[src/rtl/opsel_alu_pkg.sv]
package opsel_alu_pkg;

  // Adder input conditioning choices
  typedef enum logic [1:0] {
    SRC_PASS = 2'd0,
    SRC_NEG  = 2'd1,
    SRC_ZERO = 2'd2
  } src_sel_e;

  // Adder carry-in choices
  typedef enum logic [1:0] {
    CI_ZERO = 2'd0,
    CI_ONE  = 2'd1,
    CI_EXT  = 2'd2
  } ci_sel_e;

  typedef struct packed {
    src_sel_e x_sel;
    src_sel_e y_sel;
    ci_sel_e  c_sel;
  } adder_ctl_t;

  // Opcode to adder setup; the bitwise half leaves the adder idle
  function automatic adder_ctl_t decode_op(input logic [3:0] op);
    adder_ctl_t c;
    c = '{x_sel: SRC_ZERO, y_sel: SRC_ZERO, c_sel: CI_ZERO};
    if (op[3]) begin
      case (op[2:0])
        3'd0:    c = '{x_sel: SRC_PASS, y_sel: SRC_ZERO, c_sel: CI_ONE};
        3'd1:    c = '{x_sel: SRC_ZERO, y_sel: SRC_PASS, c_sel: CI_ONE};
        3'd2:    c = '{x_sel: SRC_PASS, y_sel: SRC_PASS, c_sel: CI_ZERO};
        3'd3:    c = '{x_sel: SRC_PASS, y_sel: SRC_NEG,  c_sel: CI_ZERO};
        3'd4:    c = '{x_sel: SRC_NEG,  y_sel: SRC_PASS, c_sel: CI_ZERO};
        3'd5:    c = '{x_sel: SRC_NEG,  y_sel: SRC_NEG,  c_sel: CI_ZERO};
        3'd6:    c = '{x_sel: SRC_PASS, y_sel: SRC_PASS, c_sel: CI_ONE};
        default: c = '{x_sel: SRC_PASS, y_sel: SRC_PASS, c_sel: CI_EXT};
      endcase
    end
    return c;
  endfunction

  // One-bit full adder pieces: odd parity and majority
  function automatic logic fa_sum(input logic x, input logic y, input logic c);
    return x ^ y ^ c;
  endfunction

  function automatic logic fa_carry(input logic x, input logic y, input logic c);
    return (x & y) | (x & c) | (y & c);
  endfunction

endpackage

[src/rtl/alu_ctrl_decode.sv]
module alu_ctrl_decode
  import opsel_alu_pkg::*;
(
  input  logic [3:0] op,
  input  logic       cin,
  output src_sel_e   x_sel,
  output src_sel_e   y_sel,
  output ci_sel_e    c_sel,
  output logic       carry_in,
  output logic       use_arith
);
  adder_ctl_t ctl;

  always_comb begin
    ctl   = decode_op(op);
    x_sel = ctl.x_sel;
    y_sel = ctl.y_sel;
    c_sel = ctl.c_sel;
    case (ctl.c_sel)
      CI_ONE:  carry_in = 1'b1;
      CI_EXT:  carry_in = cin;
      default: carry_in = 1'b0;
    endcase
  end

  assign use_arith = op[3];
endmodule

[src/rtl/alu_operand_cond.sv]
module alu_operand_cond
  import opsel_alu_pkg::*;
#(
  parameter int W = 8
) (
  input  logic [W-1:0] v,
  input  src_sel_e     sel,
  output logic [W-1:0] out
);
  localparam logic [W-1:0] ONE = {{(W-1){1'b0}}, 1'b1};

  always_comb begin
    case (sel)
      SRC_PASS: out = v;
      SRC_NEG:  out = ~v + ONE;
      default:  out = '0;
    endcase
  end
endmodule

[src/rtl/alu_bitwise_unit.sv]
module alu_bitwise_unit #(
  parameter int W = 8
) (
  input  logic [2:0]   fn,
  input  logic [W-1:0] a,
  input  logic [W-1:0] b,
  output logic [W-1:0] r
);
  always_comb begin
    case (fn)
      3'd0:    r = a;
      3'd1:    r = ~a;
      3'd2:    r = b;
      3'd3:    r = ~b;
      3'd4:    r = a & b;
      3'd5:    r = ~(a & b);
      3'd6:    r = a | b;
      default: r = ~(a | b);
    endcase
  end
endmodule

[src/rtl/alu_shared_adder.sv]
module alu_shared_adder
  import opsel_alu_pkg::*;
#(
  parameter int W      = 8,
  parameter bit RIPPLE = 1'b1
) (
  input  logic [W-1:0] x,
  input  logic [W-1:0] y,
  input  logic         ci,
  output logic [W-1:0] s,
  output logic         co
);
  generate
    if (RIPPLE) begin : g_ripple
      always_comb begin
        logic c;
        c = ci;
        for (int i = 0; i < W; i++) begin
          s[i] = fa_sum(x[i], y[i], c);
          c    = fa_carry(x[i], y[i], c);
        end
        co = c;
      end
    end else begin : g_infer
      logic [W:0] full;
      assign full = {1'b0, x} + {1'b0, y} + {{W{1'b0}}, ci};
      assign s    = full[W-1:0];
      assign co   = full[W];
    end
  endgenerate
endmodule

[src/rtl/opsel_alu.sv]
module opsel_alu
  import opsel_alu_pkg::*;
#(
  parameter int W      = 8,
  parameter bit RIPPLE = 1'b1
) (
  input  logic [W-1:0] a,
  input  logic [W-1:0] b,
  input  logic         cin,
  input  logic [3:0]   op,
  output logic [W-1:0] y,
  output logic         cout
);
  src_sel_e     x_sel, y_sel;
  ci_sel_e      c_sel;
  logic         carry_in;
  logic         use_arith;
  logic [W-1:0] add_x, add_y;
  logic [W-1:0] sum_y;
  logic         sum_co;
  logic [W-1:0] logic_y;

  alu_ctrl_decode u_dec (
    .op(op), .cin(cin), .x_sel(x_sel), .y_sel(y_sel),
    .c_sel(c_sel), .carry_in(carry_in), .use_arith(use_arith)
  );

  alu_operand_cond #(.W(W)) u_cond_x (.v(a), .sel(x_sel), .out(add_x));
  alu_operand_cond #(.W(W)) u_cond_y (.v(b), .sel(y_sel), .out(add_y));

  alu_shared_adder #(.W(W), .RIPPLE(RIPPLE)) u_add (
    .x(add_x), .y(add_y), .ci(carry_in), .s(sum_y), .co(sum_co)
  );

  alu_bitwise_unit #(.W(W)) u_bit (.fn(op[2:0]), .a(a), .b(b), .r(logic_y));

  assign y    = use_arith ? sum_y : logic_y;
  assign cout = use_arith & sum_co;
endmodule

[config.mk]
export PLATFORM = sky130hd
export DESIGN_NAME = opsel_alu
export DESIGN_NICKNAME = d
export VERILOG_FILES = /design/src/rtl/opsel_alu_pkg.sv /design/src/rtl/alu_ctrl_decode.sv /design/src/rtl/alu_operand_cond.sv /design/src/rtl/alu_bitwise_unit.sv /design/src/rtl/alu_shared_adder.sv /design/src/rtl/opsel_alu.sv
export SDC_FILE = /design/constraint.sdc
export NUM_CORES = 1
export LEC_CHECK = 0
export BUFFER_PORTS_ARGS = -buffer_cell sky130_fd_sc_hd__buf_2
export CORE_MARGIN = 2
export CORE_UTILIZATION = 55
export DETAILED_ROUTE_END_ITERATION = 8
export PLACE_DENSITY = 0.82
export SLEW_MARGIN = 20
export SYNTH_ARGS = -nofsm -noshare
export SYNTH_HDL_FRONTEND = slang
export SYNTH_SLANG_ARGS = --single-unit
export TNS_END_PERCENT = 1
[constraint.sdc]
create_clock -name vclk -period 13.52
set_input_delay 3.38 -clock vclk [all_inputs]
set_output_delay 3.38 -clock vclk [all_outputs]
set_load 0.01 [all_outputs]
# After elaboration in Yosys (flattened, before gate mapping)
# Index checks and enable logic that the tools add are counted.
# Widths: inputs -> output; s select.
# classes
n_addsub,2
n_eq_ne,10
n_mux,7
bitwise,63
n_reduce_logical,3
# op_table
cell,count
$pmux 8 s7,1
$pmux 6 s7,1
$not 8->8,4
$pmux 8 s2,2
$and 1x1->1,25
$add 8x1->8 const B,2
$or 1x1->1,16
$xor 1x1->1,16
$eq 3x3->1 const B,3
$and 8x8->8,1
$mux 8,1
$or 8x8->8,1
$eq 2x1->1 const B,3
$eq 3x2->1 const B,2
$mux 6,1
$logic_not 2->1,2
$eq 3x1->1 const B,1
$logic_not 3->1,1
$eq 2x2->1 const B,1
$pmux 1 s2,1
# totals
regBits,0
in_bits,21
out_inout_bits,9
word_cells,85

# Depth between registers and ports, before layout
# depth
depth_word,30
ltp_mapped,17
ltp_nobuf,15

# By module
# A second synthesis with hierarchy kept.
# unflattened
hier_cells,170
area_unflattened_um2,1297.5
# modules_own_cells
module,instances,cells_per_inst,area_per_inst_um2
alu_bitwise_unit,1,59,449.2
alu_operand_cond,2,33,210.2
alu_shared_adder,1,18,197.7
opsel_alu,1,10,138.9
alu_ctrl_decode,1,17,91.3

# Least setup slack after synthesis
# No wires, ideal clock.
# synth_path
path_type,input-to-output
start,input port op[1]
end,output port y[7]
arrival_ps,7155
t_required_ps,10140
path_slack_ps,2985
cell_stages,17
n_path_buf,2
cell_sequence,buf_4 -> buf_6 -> nor2_1 -> nand2_1 -> and2_1 -> nand2_1 -> fa_1 -> fa_1 -> fa_1 -> fa_1 -> fa_1 -> fa_1 -> inv_1 -> fa_1 -> fa_1 -> nand2_1 -> o21ai_0
# synth_via
elab_chain_cells,28
word_cells_on_any_way,57
# synth_rtl
element,line,text
"start, declared",opsel_alu.sv:10,"input logic [3:0] op,"
"$eq 3x3->1, or another cell as far along","opsel_alu_pkg.sv:28, alu_bitwise_unit.sv:10",
$pmux 6 s7,opsel_alu_pkg.sv:28,case (op[2:0])
$mux 6,opsel_alu_pkg.sv:27,if (op[3]) begin
"$eq 2x1->1, or another cell as far along",alu_operand_cond.sv:13,case (sel)
$pmux 8 s2 / $pmux 1 s2 (equally long branches),"alu_operand_cond.sv:13, alu_ctrl_decode.sv:19",
$and 1x1->1,opsel_alu_pkg.sv:48,return (x & y) | (x & c) | (y & c);
$or 1x1->1 (2 in series),opsel_alu_pkg.sv:48,
$and 1x1->1,opsel_alu_pkg.sv:48,
(+8 left out),-,
$and 1x1->1,opsel_alu_pkg.sv:48,
$or 1x1->1 (2 in series),opsel_alu_pkg.sv:48,
$and 1x1->1,opsel_alu_pkg.sv:48,
$or 1x1->1 (2 in series),opsel_alu_pkg.sv:48,
$and 1x1->1,opsel_alu_pkg.sv:48,
$or 1x1->1 (2 in series),opsel_alu_pkg.sv:48,
$xor 1x1->1,opsel_alu_pkg.sv:44,return x ^ y ^ c;
$mux 8 (*),opsel_alu.sv:37,assign y = use_arith ? sum_y : logic_y;
"end, declared",opsel_alu.sv:11,"output logic [W-1:0] y,"
# Every way passes the cells marked *; elsewhere a longest branch is shown, timed or not.

# Worst setup path in the final report
# Same ends and word-level chain as after synthesis.

==> results_dict.tcl <==
set metrics [dict create \
    start_util_pct 60.6 \
    synthDistinctLibCells 29 \
    antenna_cells 0 \
    rsz0062_at_grt "no" \
    ioPinCount 30 \
    drt-total-wl_um 2330 \
    fin_util_pct 68.0 \
    p_total_mw 0.0426 \
    synth_nets 160 \
    viasPerCell 5.79 \
    hp-class "in -> out" \
    wl_per_cell_um 13.9 \
    powerDensity_nw_per_um2 40.6 \
    finalNetCount 185 \
    overflow 0 \
    grt_max_degree 20 \
    yosysSeqAreaShare_pct 0 \
    cts_resized 0 \
    regArea_um2 0 \
    seq_cell_count 0 \
    final_antenna_net_count 0 \
    grt.total_usage_pct 25.7 \
    period_minus_slack_ns 10.93 \
    worstPathRequired_ns 10.14 \
    drt_iter0_drc 25 \
    dp_hpwl_um 1860 \
    path_class "in -> out" \
    finalCritPeriodShare_pct 80.9 \
    worst_setup_path_start_kind "input pin" \
    grt_pass1_vias 918 \
    core_um2 1540 \
    syn_inst 129 \
    cap_violations 0 \
    setup_viol 0 \
    die_h_um 45.2 \
    syn_avg_cell_area_um2 7.24 \
    hold_viol 0 \
    die_area_um2 2040 \
    drv_slew 0 \
    peakVddDrop_uv 20.6 \
    cp.arrival_ns 7.55 \
    synthesis.area_um2 933 \
    post_cts_buffers 0 \
    synth_warnings 0 \
    rows 14 \
    grt_pass1_wl_um 4040 \
    cp_max_fo 17 \
    syn2layout_area_growth_pct 12.3 \
    drive_gt1_share_pct 21.7 \
    tightest_slew_ns 0.643 \
    antenna_found_initial 0 \
    p_leak_nw 0.506 \
    routabilityCongestion 0.833 \
    dr.pass1.iters 5 \
    tns_ns 0 \
    status "finished clean" \
    port_buffers 30 \
    cp-end-kind "output port" \
    max_freq_ghz 0.0915 \
    drc 0 \
    nClkBuffers 0 \
    relSlewSlack_pct 56.9 \
    hold_buffers 0 \
    die_w_um 45.2 \
    vias 972 \
]
==> kinds of logic (layout without fill, tap and decap cells) <==
family	Yosys count	in the layout	synth area share, %
compound gates	34	34	23.9
xor+xnor	19	19	18.6
buf+inv	17	40	9.92
simple gates	41	41	19.2
mux	8	8	8.58
fa+ha+maj	10	10	19.8
==> layer usage <==
metal / part of all wire [%] / GRT usage [%] / vias to the layer above
li1: - / - / 490
met5: 0 / 0 / -
met2: 51 / 46.6 / 36
met1: 42 / 34.2 / 440
met4: 1.8 / 4.12 / 0
met3: 5.0 / 0.800 / 6
==> critical path: stages <==
cell and delay, ns:
buf_2 0.30, nor2_1 0.09, nand2_1 0.10, and2_1 0.21
nand2_1 0.11, fa_1 0.44, fa_1 0.39, fa_1 0.40
fa_1 0.40, fa_1 0.40, fa_1 0.38, inv_1 0.07
fa_1 0.17, fa_1 0.41, nand2_1 0.07, o21ai_0 0.07
buf_2 0.15
==> where the power goes <==
part	internal [mW]	switching [mW]
Clock	0	0
Combinational	0.0181	0.0245
Sequential	0	0
Total	0.0181	0.0245
==> layout by cell type, fill, tap and decap left out, types with 3 or more instances in the layout <==
| master | netlist | final |
|---|---|---|
| o21ai_0 | 4 | 4 |
| nand2_1 | 19 | 19 |
| nor3_1 | 6 | 6 |
| a31oi_1 | 3 | 3 |
| a21oi_1 | 10 | 10 |
| fa_1 | 8 | 8 |
| inv_1 | 10 | 10 |
| xor2_1 | 13 | 13 |
| mux2i_1 | 8 | 8 |
| o21a_1 | 7 | 7 |
| buf_2 | 2 | 30 |
| a22oi_1 | 3 | 3 |
| xnor2_1 | 5 | 5 |
| nor2_1 | 10 | 10 |
==> stage by stage <==
step | area, um2 | hold WS, ns | std cells | setup WS, ns
6_report | 1050 | 7.28 | 168 | 2.59
3_3_place_gp | 1050 | 7.25 | 168 | 2.76
5_1_grt | 1050 | 7.30 | 168 | 2.36
2_1_floorplan | 933 | 7.03 | 129 | 2.98
4_1_cts | 1050 | 7.28 | 168 | 2.61
3_5_place_dp | 1050 | 7.28 | 168 | 2.61
==> synthesized netlist by cell type (3+ instances only) <==
master | number | area, um2
xor2_1 | 13 | 114
nor3_1 | 6 | 30.0
o21a_1 | 7 | 52.6
o21ai_0 | 4 | 20.0
nand2_1 | 19 | 71.3
a22oi_1 | 3 | 22.5
buf_6 | 3 | 33.8
inv_1 | 10 | 37.5
mux2i_1 | 8 | 80.1
a31oi_1 | 3 | 18.8
a21oi_1 | 10 | 50.1
nor2_1 | 10 | 37.5
fa_1 | 8 | 160
xnor2_1 | 5 | 43.8
==> final timing paths <==
kind,cells after the start,end,slack (ns),from
worst min-delay path,5,y[6],7.28,a[6]
worst max-delay path,17,y[7],2.59,op[1]
==> cell type report <==
class | count | area [um2]
tap | 16 | 20.0
timing repair buffer | 30 | 150
inverter | 10 | 37.5
multi-input combinational | 112 | 841
fill | 134 | 493
Power figures use the tool's default switching activity.
